[config.mk]
export PLATFORM = sky130hd
export DESIGN_NAME = frame_capture_ctrl
export DESIGN_NICKNAME = d
export VERILOG_FILES = /design/src/rtl/cap_pkg.sv /design/src/rtl/cap_fsm.sv /design/src/rtl/cap_beat_counter.sv /design/src/rtl/cap_lane_reg.sv /design/src/rtl/frame_capture_ctrl.sv
export SDC_FILE = /design/constraint.sdc
export NUM_CORES = 1
export LEC_CHECK = 0
export CORE_UTILIZATION = 25
export CTS_BUF_LIST = sky130_fd_sc_hd__clkbuf_8
export CTS_CLUSTER_DIAMETER = 200
export DETAILED_ROUTE_END_ITERATION = 8
export PLACE_DENSITY = 0.67
export SYNTH_ARGS = -nofsm -noshare
export SYNTH_HDL_FRONTEND = slang
export SYNTH_HIERARCHICAL = 1
export SYNTH_SLANG_ARGS = --single-unit
[constraint.sdc]
create_clock -name clk -period 1.7 [get_ports clk]
set_clock_uncertainty 0.05 [all_clocks]
set_input_delay 0.34 -clock clk [delete_from_list [all_inputs] [get_ports clk]]
set_output_delay 0.34 -clock clk [all_outputs]
set_load 0.01 [all_outputs]
[src/rtl/cap_pkg.sv]
// Package: shared types of the frame capture controller.
// Assumes: nothing beyond IEEE 1800-2017.
package cap_pkg;
    typedef enum logic [1:0] {
        CAP_IDLE  = 2'd0,
        CAP_ARMED = 2'd1,
        CAP_RUN   = 2'd2,
        CAP_DONE  = 2'd3
    } cap_state_e;
endpackage

[src/rtl/cap_fsm.sv]
// Module: cap_fsm
// Sequences one capture: idle -> armed on trigger, armed -> run on a valid
// start-of-frame beat, run -> done on the last counted beat, done -> idle.
// Assumes: at_last_i comes from the beat counter and refers to the current
// beat; triggers outside idle are dropped by design.
module cap_fsm
    import cap_pkg::*;
(
    input  logic clk,
    input  logic rst_n,
    input  logic trig_i,
    input  logic in_valid,
    input  logic in_sof,
    input  logic at_last_i,
    output logic take_o,
    output logic done_o
);
    cap_state_e state_q, state_d;

    // Beat acceptance: a valid frame start while armed, any valid beat while running.
    always_comb begin
        take_o = ((state_q == CAP_ARMED) && in_valid && in_sof) ||
                 ((state_q == CAP_RUN) && in_valid);
    end

    // Next-state decision for the capture sequence.
    always_comb begin
        state_d = state_q;
        unique case (state_q)
            CAP_IDLE:  if (trig_i) state_d = CAP_ARMED;
            CAP_ARMED: if (take_o) state_d = CAP_RUN;
            CAP_RUN:   if (take_o && at_last_i) state_d = CAP_DONE;
            CAP_DONE:  state_d = CAP_IDLE;
            default:   state_d = CAP_IDLE;
        endcase
    end

    // State register with synchronous reset.
    always_ff @(posedge clk) begin
        if (!rst_n) state_q <= CAP_IDLE;
        else        state_q <= state_d;
    end

    assign done_o = (state_q == CAP_DONE);

    assert_arm_needs_trig_R2: assert property (@(posedge clk) disable iff (!rst_n)
        (state_q == CAP_IDLE && !trig_i) |=> (state_q == CAP_IDLE));
    assert_start_on_sof_R3: assert property (@(posedge clk) disable iff (!rst_n)
        (state_q == CAP_ARMED && !(in_valid && in_sof)) |=> (state_q == CAP_ARMED));
    assert_run_holds_R8: assert property (@(posedge clk) disable iff (!rst_n)
        (state_q == CAP_RUN && !(in_valid && at_last_i)) |=> (state_q == CAP_RUN));
    assert_done_one_cycle_R7: assert property (@(posedge clk) disable iff (!rst_n)
        (state_q == CAP_DONE) |=> (state_q == CAP_IDLE));
endmodule

[src/rtl/cap_beat_counter.sv]
// Module: cap_beat_counter
// Counts accepted beats of one capture and flags the final one.
// Assumes: take_i is high only for accepted beats; wraps to 0 after the last.
module cap_beat_counter #(
    parameter int BEATS = 128
) (
    input  logic clk,
    input  logic rst_n,
    input  logic take_i,
    output logic at_last_o
);
    localparam int CNT_W = (BEATS > 1) ? $clog2(BEATS) : 1;
    localparam logic [CNT_W-1:0] LAST = CNT_W'(BEATS - 1);

    logic [CNT_W-1:0] count_q;

    assign at_last_o = (count_q == LAST);

    // Beat count: advance on each accepted beat, restart after the final one.
    always_ff @(posedge clk) begin
        if (!rst_n)                  count_q <= '0;
        else if (take_i && at_last_o) count_q <= '0;
        else if (take_i)             count_q <= count_q + 1'b1;
    end

    assert_count_range_R4: assert property (@(posedge clk) disable iff (!rst_n)
        count_q <= LAST);
    assert_count_step_R4: assert property (@(posedge clk) disable iff (!rst_n)
        (take_i && !at_last_o) |=> (count_q == $past(count_q) + 1'b1));
    assert_count_hold_R4: assert property (@(posedge clk) disable iff (!rst_n)
        !take_i |=> $stable(count_q));
endmodule

[src/rtl/cap_lane_reg.sv]
// Module: cap_lane_reg
// Output register of one lane: write enable, sample and frame-end flag.
// Assumes: final_i is only high together with take_i; FLAG_LANE selects the
// one lane that may carry the frame-end flag.
module cap_lane_reg #(
    parameter int SAMPLE_W  = 50,
    parameter bit FLAG_LANE = 1'b0
) (
    input  logic                clk,
    input  logic                rst_n,
    input  logic                take_i,
    input  logic                final_i,
    input  logic [SAMPLE_W-1:0] lane_d,
    output logic                wr_en_o,
    output logic [SAMPLE_W-1:0] wr_d_o,
    output logic                wr_last_o
);
    // Lane registers: enable and flag follow the accepted beat; data is sampled each cycle.
    always_ff @(posedge clk) begin
        if (!rst_n) begin
            wr_en_o   <= 1'b0;
            wr_last_o <= 1'b0;
            wr_d_o    <= '0;
        end else begin
            wr_en_o   <= take_i;
            wr_last_o <= FLAG_LANE && final_i;
            wr_d_o    <= lane_d;
        end
    end

    assert_last_with_en_R6: assert property (@(posedge clk) disable iff (!rst_n)
        wr_last_o |-> wr_en_o);
endmodule

[src/rtl/frame_capture_ctrl.sv]
// Module: frame_capture_ctrl (top)
// Passes exactly one frame-aligned capture of a multi-lane beat stream to
// per-lane buffers after a trigger, tags the final sample, and reports
// completion and end-of-frame marker mismatches.
// Assumes: BEATS >= 2; the stream marks frame starts only on valid beats.
module frame_capture_ctrl #(
    parameter int LANES    = 4,
    parameter int SAMPLE_W = 50,
    parameter int BEATS    = 128
) (
    input  logic                      clk,
    input  logic                      rst_n,
    input  logic                      trig_i,
    input  logic                      in_valid,
    input  logic                      in_sof,
    input  logic                      in_eof,
    input  logic [LANES*SAMPLE_W-1:0] in_data,
    output logic [LANES-1:0]          wr_en,
    output logic [LANES*SAMPLE_W-1:0] wr_data,
    output logic [LANES-1:0]          wr_last,
    output logic                      done_o,
    output logic                      err_o
);
    logic take;
    logic at_last;
    logic final_beat;

    assign final_beat = take && at_last;

    cap_fsm u_fsm (
        .clk      (clk),
        .rst_n    (rst_n),
        .trig_i   (trig_i),
        .in_valid (in_valid),
        .in_sof   (in_sof),
        .at_last_i(at_last),
        .take_o   (take),
        .done_o   (done_o)
    );

    cap_beat_counter #(.BEATS(BEATS)) u_cnt (
        .clk      (clk),
        .rst_n    (rst_n),
        .take_i   (take),
        .at_last_o(at_last)
    );

    for (genvar g = 0; g < LANES; g++) begin : g_lane
        cap_lane_reg #(
            .SAMPLE_W (SAMPLE_W),
            .FLAG_LANE(g == LANES - 1)
        ) u_lane (
            .clk      (clk),
            .rst_n    (rst_n),
            .take_i   (take),
            .final_i  (final_beat),
            .lane_d   (in_data[g*SAMPLE_W +: SAMPLE_W]),
            .wr_en_o  (wr_en[g]),
            .wr_d_o   (wr_data[g*SAMPLE_W +: SAMPLE_W]),
            .wr_last_o(wr_last[g])
        );
    end

    // Marker check: a counted beat's end-of-frame must match the final-beat position.
    always_ff @(posedge clk) begin
        if (!rst_n) err_o <= 1'b0;
        else        err_o <= take && (in_eof != at_last);
    end

    assert_lanes_agree_R5: assert property (@(posedge clk) disable iff (!rst_n)
        (wr_en == '0) || (wr_en == '1));
    assert_single_last_R6: assert property (@(posedge clk) disable iff (!rst_n)
        $onehot0(wr_last));
    assert_done_with_last_R7: assert property (@(posedge clk) disable iff (!rst_n)
        done_o |-> wr_last[LANES-1]);
    assert_last_gives_done_R7: assert property (@(posedge clk) disable iff (!rst_n)
        wr_last[LANES-1] |-> done_o);
endmodule

# == Yosys cells after proc, flatten, opt, wreduce, memory -nomap -nowiden ==
# Cells that the tools add are included.
# totals
regBits,212
input_bits,206
output_inout_bits,210
elab_cells,32
# classes
addsub,1
eq_ne,8
mux,4
n_bitwise,1
n_reduce_logical,9
# op_table
operator,n
2-bit case mux with 4 select lines,1
"7-bit by 1-bit adder with 7-bit output, second input constant",1
"7-bit equality test, second input constant",1
2-bit two-way mux,3
1-bit logical AND,5
"2-bit equality test, second input constant",2
"2-bit inequality test, second input constant",2
3-bit AND reduction,1
"2-bit by 1-bit equality test with 1-bit output, second input constant",1
2-bit logical NOT,1
"2-bit by 1-bit inequality test with 1-bit output, second input constant",1
2-bit OR reduction,1
1-bit logical OR,1
1-bit inequality test,1
1-bit inverter,1

# == Depth between registers and ports, before layout ==
# Gate-level depths: netlist of the first run.
# logic_depth
ltp_word,7
ltp_mapped,8
mapped_depth_nobuf,7

# == Hierarchy ==
# Netlist of the first run, hierarchy kept.
# modules_own_cells
mod,n_inst,cells_each,area_each_um2,seq_area_each_um2
cap_lane_reg at g_lane[0].u_lane ...,3,109,1440.1,1021.0
cap_lane_reg at g_lane[3].u_lane,1,109,1456.4,1041.0
cap_beat_counter,1,40,351.6,140.1
cap_fsm,1,20,167.7,40.0
frame_capture_ctrl,1,4,42.5,20.0

# == Worst setup path before layout of the first run ==
# Ideal clock, no wire load.
# synth_timing
path_kind,flip-flop to flip-flop
start,reg u_cnt.count_q[0]
end,reg u_fsm.state_q[0]
setup_time_ns,0.072
arrival_ns,1.580
required_time_ns,1.578
path_slack_ns,-0.001
stages_incl_launch_ff,7
n_path_buf,0
synth_period_minus_slack_ns,1.701
path_cell_list,dfxtp_1 -> ha_1 -> nand3_1 -> nor2_1 -> nand2_1 -> a222oi_1 -> mux2i_1
# synth_via
elab_chain_cells,4
# synth_rtl
item,line_no,rtl
from (decl),cap_beat_counter.sv:15,logic [CNT_W-1:0] count_q;
from (signal assigned),cap_beat_counter.sv:23,else if (take_i) count_q <= count_q + 1'b1;
7-bit equality test,cap_beat_counter.sv:17,assign at_last_o = (count_q == LAST);
via at_last,frame_capture_ctrl.sv:25,logic at_last;
1-bit logical AND,cap_fsm.sv:32,CAP_RUN: if (take_o && at_last_i) state_d = CAP_DONE;
2-bit inequality test (no line),n/a,
3-bit AND reduction (no line),n/a,
to (signal assigned),cap_fsm.sv:41,else state_q <= state_d;
to (decl),cap_fsm.sv:18,"cap_state_e state_q, state_d;"
# The timed path passes the listed nets, and every way through them passes these cells.
# A chain may end at the register's enable or synchronous reset.

# == Worst setup path after layout of the first run ==
# layout_timing
start,reg u_cnt.count_q[1]
end,reg u_fsm.state_q[0]
# Same word-level chain as after synthesis.

==> results of run 1 <==
[routing by layer]
metal	track usage [%]	part of all wire, %	vias up
met1	15.4	38	2194
met4	5.57	2.5	0
met5	0	0	-
li1	-	-	2441
met3	5.08	8.9	34
met2	25.4	51	230
[synthesized netlist by cell type]
cell	instances
nand4_1	1
a222oi_1	1
or3b_1	1
inv_1	4
nor4b_1	1
a31oi_1	1
or2b_1	1
o21ai_1	1
o21ai_0	3
nand3_2	1
o31ai_1	1
or3_1	1
clkbuf_2	20
xor2_1	3
ha_1	5
o211ai_1	2
mux2i_1	2
nor2_1	3
and3_1	1
buf_4	3
nand2_1	6
nand3_1	3
a21oi_1	4
nor2b_1	2
buf_2	1
o221a_1	1
conb_1	3
and2_2	206
a21o_1	1
nand2b_1	2
dfxtp_1	215
[sequential cells by signal, indices dropped and copies added, names as in the netlist]
name / cells
err_o: 1
u_cnt/count_q: 7
u_fsm/state_q: 2
g_lane.u_lane/wr_en_o: 4
g_lane.u_lane/wr_last_o: 1
g_lane.u_lane/wr_d_o: 200
[logic make-up after synthesis]
logic type / after synthesis / synth area share, %
AO/OA/AOI/OAI: 15 / 1.54
XOR/XNOR: 3 / 0.415
adder cells (fa/ha/maj): 5 / 0.987
buffers and inverters: 28 / 2.25
flip-flops: 215 / 67.9
multiplexers: 2 / 0.316
other: 3 / 0.178
AND/OR/NAND/NOR: 229 / 26.4
[layout by cell type, fill, tap and decap left out, drive strengths merged, types with 2 or more instances in the layout]
cell and n:
o211ai 2, bufinv 2, buf 23, nand3 4, ha 5, dlygate4sd2 206
nand2b 2, diode 2, clkdlybuf4s50 204, mux2i 2, xor2 3, nand2 6
a21oi 4, dfxtp 215, clkbuf 50, inv 15, and2 206, nor2b 2
clkinv 4, conb 3, o21ai 4, nor2 3
[per-stage QoR]
stage | hold slack, ns | power, mW
floorplan | 0.418 | 6.14
global placement | 0.435 | 7.30
detailed placement | 0.444 | 7.35
CTS | 0.201 | 12.3
global route | 0.210 | 12.7
finish | 0.235 | 12.0
[power by group through the flow]
stage          registers [mW]  logic, mW  clock network [mW]
2_1_floorplan            5.69      0.447                   0
3_3_place_gp             5.54       1.76                   0
3_5_place_dp             5.55       1.79                   0
4_1_cts                  5.44       1.62                5.23
5_1_grt                  5.47       1.75                5.49
6_report                 5.44       1.61                4.99
[worst max-delay path by stage]
stage,from,end,slack [ns]
after floorplan,u_cnt/count_q[0],u_fsm/state_q[0],0.009
after global placement,in_sof,g_lane[3].u_lane/wr_last_o,-0.12
after detailed placement,in_sof,u_cnt/count_q[5],-0.17
after CTS,u_cnt/count_q[1],u_fsm/state_q[0],0.02
after global routing,u_cnt/count_q[1],u_fsm/state_q[0],-0.06
final,u_cnt/count_q[1],u_fsm/state_q[0],0.07
[area by class of cell]
class                      count  area [um2]  area share (%)
inverter                       4        15.0           0.130
clock buffer                  50         688            5.96
multi-input combinational    257        1940            16.8
antenna                        2        5.00          0.0433
sequential                   215        4310            37.3
clock inverter                18         134            1.16
tap                          324         405            3.51
timing repair buffer         433        4050            35.0
[worst max-delay path, cell delays in order, from the launching register on]
cell      delay, ns
dfxtp_2        0.35
ha_4           0.16
nand3_4        0.09
nor2_4         0.14
nand2_2        0.05
a222oi_1       0.36
buf_4          0.19
mux2i_1        0.18
[repair_timing]
| item | CTS | global route |
|---|---|---|
| gates resized for setup | 214 | 12 |
| setup buffers | 1 | 2 |
| pin swaps | 2 | 4 |
| setup endpoints to repair | 210 | 8 |
==> flow_summary.rst, run 1 <==
.. list-table::
   :header-rows: 1

   * - Metric
     - Value
   * - Outcome
     - finished, final reports clean
   * - Net switching component of the power
     - around 2.7 mW
   * - Final global-route overflow total
     - 0
   * - Count of filler cells inserted in the layout
     - 2400
   * - Wire length per cell
     - approximately 14 um
   * - Share of layout cells above drive strength 1
     - a little under a third
   * - Number of antenna-violating nets in the routed design
     - 0
   * - Total of buffers placed on input and output ports
     - approximately 400
   * - Clock share of power
     - around 42%
   * - Post-route cell area
     - roughly 12000 um2
   * - CTS Buf Count
     - 39
   * - Crit Path Max Fanout
     - 2
   * - Number of buffers on the longest clock path
     - 3
   * - Instance area at placement
     - between 10000 and 15000 um2
   * - Worst VDD drop
     - around 0.00055 V
   * - Worst Setup Start Kind
     - flip-flop
   * - Share of the cycle needed by the critical path after routing
     - between 90% and 100%
   * - Endpoint type of the worst setup path
     - flip-flop
   * - Floorplan die area
     - around 26000 um2
   * - Vias per cell
     - about 3.8
   * - Largest net degree at the start of global routing
     - 63
   * - Cell count after placement
     - approximately 1200
   * - DIE WIDTH
     - about 160 um
   * - Count of routing violations after the opening detailed-route iteration
     - 230
   * - Post-synthesis instance total
     - 500
   * - End-of-flow core utilization
     - a little under half
   * - Total wire length after detailed routing
     - roughly 19000 um
   * - Post-layout minimum cycle time
     - between 1.5 and 2 ns
   * - Total via count in the routed design
     - between 4000 and 5000
   * - Startpoint of the tightest hold check path
     - rst_n
   * - Number of maximum-capacitance violations
     - 0
   * - Worst hold path depth
     - 2
   * - Flip-flop and latch count after synthesis
     - about 220
   * - Wire length of the first global-routing pass
     - ~29000 um
   * - Final non-filler cell total
     - 1303
   * - Die boundary height
     - roughly 160 um
   * - Min-delay worst type
     - in -> reg
   * - DR pass1 iterations
     - 4
   * - Setup slack of the worst register-to-register path
     - approximately 0.075 ns
   * - Final total negative setup slack
     - 0 ns
   * - CTS root buf
     - clkbuf_8
   * - Share of synthesized area occupied by flip-flops and latches
     - 67.9%
   * - Vias in the first global route
     - 5027
   * - Synth warnings
     - 6
   * - Leakage
     - approximately 5.4 nW
   * - Cell variety after synth
     - 31
   * - TritonCTS clock tree
     - yes
   * - Antenna violations before repair
     - 1
   * - Fin worst setup slack
     - around 0.075 ns
   * - Count of final hold-check violations
     - 0
   * - Net count of the mapped netlist
     - 711
   * - Clock-pin slew of the registers on the worst-case setup and hold paths
     - ~0.060 ns
   * - Switching fraction of total power
     - about 23%
   * - Dominant cells by area after synthesis
     - dfxtp_1 (68%), and2_2 (24%), clkbuf_2 (1.6%)
   * - Combined area of all synthesized cells
     - 6340 um2
   * - Max-slew violation total from the final report
     - 0
   * - Nets@finish
     - roughly 1200
   * - GPL Wtd Cong
     - 0.758
   * - Kind of critical path
     - reg -> reg
   * - Detailed Place HPWL
     - between 10000 and 15000 um
   * - Boundary Pins
     - about 420
   * - Setup repair after global routing missed its margin
     - yes
   * - End point of the most critical hold path
     - g_lane[2].u_lane/wr_d_o[7]
   * - Number of setup violations in the final report
     - 0
   * - Internal Power
     - slightly above 9 mW
   * - H-Tree Depth
     - 2
   * - Clock latency on the worst-skew pair
     - approximately 0.51 ns
   * - Part of the power in combinational logic
     - approximately 13%
   * - Cell row count
     - 57
   * - Total of hold buffers inserted after clock tree synthesis
     - 0
   * - Depth of the most critical reg-to-reg path
     - 7
   * - DP Worst Slack
     - -0.167 ns
   * - Dominant cell type by area after synthesis
     - dfxtp_1
   * - Core box area
     - 24600 um2
   * - Post-synthesis area per instance
     - between 10 and 15 um2
   * - Worst reg2reg path endpoint
     - u_fsm/state_q[0]
   * - Post-synth top area share
     - around two thirds
   * - Data required time at the worst endpoint
     - 2.09 ns
   * - Initial Util
     - between 20% and 30%
   * - Ratio of total power to cell area
     - 1040 nW/um2
   * - Worst flop-to-flop path startpoint
     - u_cnt/count_q[1]
   * - Global router's overall resource usage
     - between 10% and 20%
   * - Total clock sinks
     - 215
   * - Drc violations
     - 0
   * - Layout overhead on the synthesized area
     - 82.2%
   * - Peak clock frequency supported by timing
     - between 0.6 and 0.7 GHz
   * - Worst Path Arrival
     - roughly 2 ns
   * - Fraction of power consumed by sequential logic
     - between 40% and 50%
No activity file was read; power rests on OpenSTA's default activity.
==> run 2: changes to the inputs <==
--- a/config.mk
+++ b/config.mk
@@ -6,10 +6,8 @@
 export NUM_CORES = 1
 export LEC_CHECK = 0
 export CORE_UTILIZATION = 25
-export CTS_BUF_LIST = sky130_fd_sc_hd__clkbuf_8
 export CTS_CLUSTER_DIAMETER = 200
 export DETAILED_ROUTE_END_ITERATION = 8
-export PLACE_DENSITY = 0.67
 export SYNTH_ARGS = -nofsm -noshare
 export SYNTH_HDL_FRONTEND = slang
 export SYNTH_HIERARCHICAL = 1
==> run 2 against run 1 <==
- utilization about the same
- clock power up 7.2%
- largest power group unchanged
- register-to-register slack improved by 0.06 ns
- largest cell class unchanged
- maximum frequency increased by 0.34%
- non-clock buffer count fell by 4
- critical path type is now reg -> out
- first-iteration DRC count up 0.87%
- design area about the same
- cell count shrank 2.1%
==> flow_summary.rst, run 2 (synthesized netlist as in run 1, its figures left out) <==
.. list-table::
   :header-rows: 1

   * - Metric
     - Value
   * - Count of routing violations after the opening detailed-route iteration
     - between 200 and 250
   * - Leakage
     - approximately 5.3 nW
   * - TritonCTS clock tree
     - yes
   * - Buffer count from post-CTS setup fixing
     - 0
   * - Clock latency on the worst-skew pair
     - ~0.5 ns
   * - Number of buffers on the longest clock path
     - 3
   * - Cell row count
     - between 50 and 60
   * - Total power draw
     - ~12 mW
   * - Data required time at the worst endpoint
     - 1.31 ns
   * - Peak clock frequency supported by timing
     - 0.617 GHz
   * - Met3 track utilization from global routing
     - 5.34%
   * - Worst flop-to-flop path startpoint
     - u_fsm/state_q[0]
   * - Total wire length after detailed routing
     - 19100 um
   * - Total clock sinks
     - ~220
   * - Boundary Pins
     - about 420
   * - Max-slew violation total from the final report
     - 0
   * - Vias in the first global route
     - 4741
   * - Layout overhead on the synthesized area
     - 82.2%
   * - Share of layout cells above drive strength 1
     - around 29%
   * - Final total negative setup slack
     - 0 ns
   * - Wire length of the first global-routing pass
     - 28400 um
   * - Outcome
     - finished, final reports clean
   * - Floorplan die area
     - between 20000 and 30000 um2
   * - Detailed Place HPWL
     - around 14000 um
   * - Setup repair after global routing missed its margin
     - no
   * - Final global-route overflow total
     - 0
   * - CP cell instances
     - ha_1 > buf_2
   * - Most flop-heavy register
     - g_lane.u_lane/wr_d_o
   * - Nets@finish
     - 1143
   * - Total via count in the routed design
     - 4803
   * - Vias per cell
     - about 3.8
   * - Hold_ws
     - 0.295 ns
   * - Crit Path Max Fanout
     - 4
   * - Post-layout minimum cycle time
     - about 1.6 ns
   * - Worst VDD drop
     - around 0.00078 V
   * - DR pass1 iterations
     - 4
   * - Endpoint type of the worst setup path
     - primary output
   * - Registers with the highest flip-flop counts
     - g_lane.u_lane/wr_d_o: 200 flops, u_cnt/count_q: 7 flops, g_lane.u_lane/wr_en_o: 4 flops
   * - Total of buffers placed on input and output ports
     - 412
   * - Share of the cycle needed by the critical path after routing
     - 95.3%
   * - Kind of critical path
     - reg -> out
   * - Critical-path top delay cell
     - dfxtp_4
   * - Initial Util
     - 25.8%
   * - Number of antenna-violating nets in the routed design
     - 0
   * - Clock-pin slew of the registers on the worst-case setup and hold paths
     - approximately 0.06 ns
   * - Wire length per cell
     - 15.0 um
   * - Die boundary height
     - ~160 um
   * - Drc violations
     - 0
   * - Instance area at placement
     - around 11000 um2
   * - Global router's overall resource usage
     - 14.2%
   * - Worst setup path startpoint
     - u_fsm/state_q[0]
   * - Global routing's busiest layer
     - met2
   * - Met1 routing resource usage after global routing
     - between 10% and 20%
   * - CTS Buf Count
     - 25
   * - Post-route cell area
     - about 12000 um2
   * - Antenna violations before repair
     - 2
   * - Met2 track utilization from global routing
     - roughly 26%
   * - CTS root buf
     - clkbuf_16
   * - Number of setup violations in the final report
     - 0
   * - Ratio of total power to cell area
     - 1080 nW/um2
   * - GPL Wtd Cong
     - about 0.8
   * - Slowest stage delay, CP
     - around 0.37 ns
   * - Count of final hold-check violations
     - 0
   * - Largest net degree at the start of global routing
     - 99
   * - Top library cells by usage in the layout, fill and taps aside
     - dfxtp_1 (211), and2_2 (206), dlygate4sd2_1 (206), clkdlybuf4s50_1 (204), clkbuf_16 (25)
   * - Leading cell type in the layout, fill and taps excluded
     - dfxtp_1
   * - Number of maximum-capacitance violations
     - 0
   * - DIE WIDTH
     - between 150 and 200 um
   * - Worst Path Arrival
     - 1.23 ns
   * - Core box area
     - between 20000 and 25000 um2
   * - Max FFs per register
     - 200
   * - Worst Setup Start Kind
     - flip-flop
   * - Startpoint of the tightest hold check path
     - rst_n
   * - H-Tree Depth
     - 1
   * - Min-delay worst type
     - in -> reg
-- run 2: changes by cell type in the layout (fill, tap and decap cells not counted), moves of 2 or more --
cell,delta
nand3_2,+2
buf_4,-6
inv_4,+2
clkbuf_8,-47
clkbuf_1,+8
inv_1,-12
dfxtp_2,-3
clkbuf_16,+25
dfxtp_4,+2
-- run 2: final cells by class --
type,instances,area [um2]
diodes,1,2.50
multi-input cells,257,1940
well taps,324,405
inverters,4,20.0
flip-flops and latches,215,4310
clock buffers,36,697
repair buffers,429,4030
fillers,2385,13100
clock inverters,10,135
-- run 2: critical path: cells and delay by family, from the launching register on --
family / cells / cell delay (ns)
flip-flops: 1 / 0.37
adder cells (fa/ha/maj): 1 / 0.20
buffers and inverters: 1 / 0.14
-- run 2: timing repair --
action | in CTS | in global routing
hold buffers | 0 | 0
setup endpoints to repair | 207 | 6
cloned | 0 | 1
endpoints found under the hold margin | 0 | 0
pin swaps | 0 | 5
resized for setup | 212 | 18
-- run 2: worst paths after layout --
path	endpoint	slack, ns	cells after the start
setup / recovery	done_o	0.08	2
hold / removal	g_lane[2].u_lane/wr_d_o[15]	0.29	3
setup reg to reg	u_cnt/count_q[6]	0.13	8
hold reg to reg	u_cnt/count_q[6]	0.45	2
-- run 2: through the flow --
stage	utilization (%)	worst slack (ns)	cells
after floorplan	-	0.00897	500
after global placement	44.3	-0.129	1228
after detailed placement	44.3	-0.135	1228
after CTS	46.6	0.0578	1274
after global routing	46.9	0.0183	1275
final	46.9	0.0801	1276
-- run 2: where the power goes --
| part | internal [mW] | switching [mW] | leakage (nW) |
|---|---|---|---|
| logic | 1.04 | 0.609 | 3.14 |
| registers | 5.36 | 0.107 | 1.79 |
| clock network | 3.31 | 2.05 | 0.406 |
-- run 2: metal layers --
layer  vias to the layer above  routed length (um)
met5                         -                   0
li1                       2405                   -
met4                         0                 376
met3                        25                1810
met2                       219                9600
met1                      2154                7350
==> run 3: changes to the inputs <==
--- a/config.mk
+++ b/config.mk
@@ -5,9 +5,11 @@
 export SDC_FILE = /design/constraint.sdc
 export NUM_CORES = 1
 export LEC_CHECK = 0
+export CORE_ASPECT_RATIO = 0.7
 export CORE_UTILIZATION = 25
 export CTS_CLUSTER_DIAMETER = 200
 export DETAILED_ROUTE_END_ITERATION = 8
+export SLEW_MARGIN = 10
 export SYNTH_ARGS = -nofsm -noshare
 export SYNTH_HDL_FRONTEND = slang
 export SYNTH_HIERARCHICAL = 1
==> run 3 against run 2 <==
- non-clock buffer count increased by 4
- via count about the same
- register-to-register slack got worse by 0.097 ns
- die area about the same
- design area decreased by 0.57%
- global-route usage decreased by 0.72 points
- worst setup slack got worse by 0.047 ns
- cell count decreased by 0.16%
- sequential power about the same
- sequential share of layout area increased by 0.17 points
- wire length decreased by 1.1%
- clock power decreased by 6.9%
- critical endpoint is now u_fsm/state_q[1]
- largest cell class unchanged
- largest power group unchanged
==> flow_summary.rst, run 3 (synthesized netlist as in run 1, its figures left out) <==
.. list-table::
   :header-rows: 1

   * - Metric
     - Value
   * - Clock share of power
     - between 40% and 50%
   * - Share of the cycle needed by the critical path after routing
     - between 90% and 100%
   * - Detailed Place HPWL
     - 14200 um
   * - Wire length of the first global-routing pass
     - ~27000 um
   * - Total of hold buffers inserted after clock tree synthesis
     - 0
   * - Worst VDD drop
     - ~0.00074 V
   * - Post-layout minimum cycle time
     - between 1.5 and 2 ns
   * - Cell row count
     - between 40 and 50
   * - Number of setup violations in the final report
     - 0
   * - Final global-route overflow total
     - 0
   * - Crit Path Max Fanout
     - 2
   * - Initial Util
     - between 20 and 30%
   * - Max-slew violation total from the final report
     - 0
   * - Clock latency on the worst-skew pair
     - approximately 0.50 ns
   * - Share of layout cells above drive strength 1
     - just under 30%
   * - Core box area
     - ~25000 um2
   * - Switching fraction of total power
     - approximately 22%
   * - Data required time at the worst endpoint
     - approximately 2.1 ns
   * - Max FFs per register
     - 200
   * - Clock-pin slew of the registers on the worst-case setup and hold paths
     - ~0.06 ns
   * - Leading cell type in the layout, fill and taps excluded
     - dfxtp_1
   * - Internal Power
     - 9.37 mW
   * - Number of antenna-violating nets in the routed design
     - 0
   * - Leakage
     - 5.33 nW
   * - Vias in the first global route
     - 4623
   * - H-Tree Depth
     - 1
   * - Worst Setup Start Kind
     - flip-flop
   * - Outcome
     - finished, final reports clean
   * - Final non-filler cell total
     - ~1300
   * - Cell count after placement
     - approximately 1200
   * - Total via count in the routed design
     - slightly below 5000
   * - Min-delay worst type
     - in -> reg
   * - Count of routing violations after the opening detailed-route iteration
     - between 80 and 90
   * - Total wire length after detailed routing
     - around 19000 um
   * - Number of maximum-capacitance violations
     - 0
   * - Wire length per cell
     - between 10 and 15 um
   * - Endpoint type of the worst setup path
     - flip-flop
   * - Registers with the highest flip-flop counts
     - g_lane.u_lane/wr_d_o: 200 flops, u_cnt/count_q: 7 flops, g_lane.u_lane/wr_en_o: 4 flops
   * - Global router's overall resource usage
     - between 10% and 20%
   * - Nets@finish
     - 1144
   * - Number of buffers on the longest clock path
     - 3
   * - Fraction of power consumed by sequential logic
     - between 40% and 50%
   * - TritonCTS clock tree
     - yes
   * - Combined area of the multi-input logic cells
     - about 1900 um2
   * - CTS Buf Count
     - 22
   * - CTS root buf
     - clkbuf_16
   * - Vias per cell
     - ~3.8
   * - Final total negative setup slack
     - 0 ns
   * - DIE WIDTH
     - about 190 um
   * - Part of the power in combinational logic
     - 13.5%
   * - Count of filler cells inserted in the layout
     - 2432
   * - Peak clock frequency supported by timing
     - between 0.5 and 0.6 GHz
   * - DR pass1 iterations
     - 4
   * - Total of buffers placed on input and output ports
     - between 400 and 500
   * - Net switching component of the power
     - 2.68 mW
   * - Boundary Pins
     - about 420
   * - Count of final hold-check violations
     - 0
   * - Count of inserted antenna diode cells
     - 0
   * - Antenna violations before repair
     - 0
   * - Setup slack of the worst register-to-register path
     - roughly 0.033 ns
   * - Kind of critical path
     - reg -> reg
   * - Largest net degree at the start of global routing
     - 47
   * - GPL Wtd Cong
     - 0.733
   * - Layout overhead on the synthesized area
     - 81.1%
   * - Drc violations
     - 0
   * - Total clock sinks
     - 215
   * - FF/Latch Area
     - approximately 4300 um2
   * - Most flop-heavy register
     - g_lane.u_lane/wr_d_o
   * - Die boundary height
     - between 100 and 150 um
   * - Floorplan die area
     - between 20000 and 30000 um2
   * - Top library cells by usage in the layout, fill and taps aside
     - dfxtp_1 (213), and2_2 (206), dlygate4sd2_1 (206), clkdlybuf4s50_1 (204), clkbuf_16 (23)
   * - Ratio of total power to cell area
     - between 1000 and 1500 nW/um2
   * - Worst Path Arrival
     - around 2 ns
run 3: power groups by stage:
stage	clock network (mW)	logic [mW]	registers [mW]
floorplan	0	0.447	5.69
global placement	0	1.78	5.54
detailed placement	0	1.79	5.55
CTS	5.16	1.61	5.43
global route	5.34	1.75	5.47
finish	4.98	1.63	5.44
run 3: metal layers:
metal / vias up / share of wire [%] / global-route usage, %
li1: 2400 / - / -
met1: 2150 / 40 / 15.8
met2: 226 / 47 / 22.6
met3: 30 / 11 / 5.44
met4: 0 / 2.2 / 3.67
met5: - / 0 / 0
run 3: final cells by class:
class | instances | area share (%)
flip-flops and latches | 215 | 37.5
repair buffers | 433 | 35.6
multi-input cells | 257 | 16.7
clock buffers | 31 | 5.71
well taps | 325 | 3.54
clock inverters | 9 | 0.828
inverters | 4 | 0.131
run 3: path summary, 6_finish.rpt:
kind,cells past startpoint,from,endpoint
worst max-delay path,7,u_cnt/count_q[0],u_fsm/state_q[1]
worst min-delay path,2,rst_n,g_lane[3].u_lane/wr_d_o[5]
worst max register to register,7,u_cnt/count_q[0],u_fsm/state_q[1]
worst min register to register,2,u_fsm/state_q[0],u_fsm/state_q[0]
run 3: worst max-delay path: stages (launching register included):
cell and delay, ns:
dfxtp_1 0.35, ha_2 0.20, nand3_2 0.09, nor2_2 0.14
nand2_1 0.07, a222oi_1 0.32, buf_4 0.19, mux2i_1 0.18
run 3: through the flow:
stage / instance area (um2) / setup slack (ns) / power [mW] / hold slack, ns / util [%]
6_report: 11500 / 0.0333 / 12.0 / 0.181 / 46.4
5_1_grt: 11500 / -0.0257 / 12.6 / 0.187 / 46.4
4_1_cts: 11400 / 0.0249 / 12.2 / 0.166 / 46.3
3_5_place_dp: 11000 / -0.128 / 7.34 / 0.442 / 44.3
3_3_place_gp: 11000 / -0.134 / 7.32 / 0.438 / 44.3
2_1_floorplan: 6350 / 0.00897 / 6.14 / 0.418 / -
run 3: timing repair:
| item | 4_1_cts | 5_1_grt |
|---|---|---|
| gates cloned | 0 | 1 |
| setup endpoints to repair | 207 | 4 |
| setup buffers | 0 | 1 |
| endpoints found under the hold margin | 0 | 0 |
| gates resized for setup | 210 | 10 |
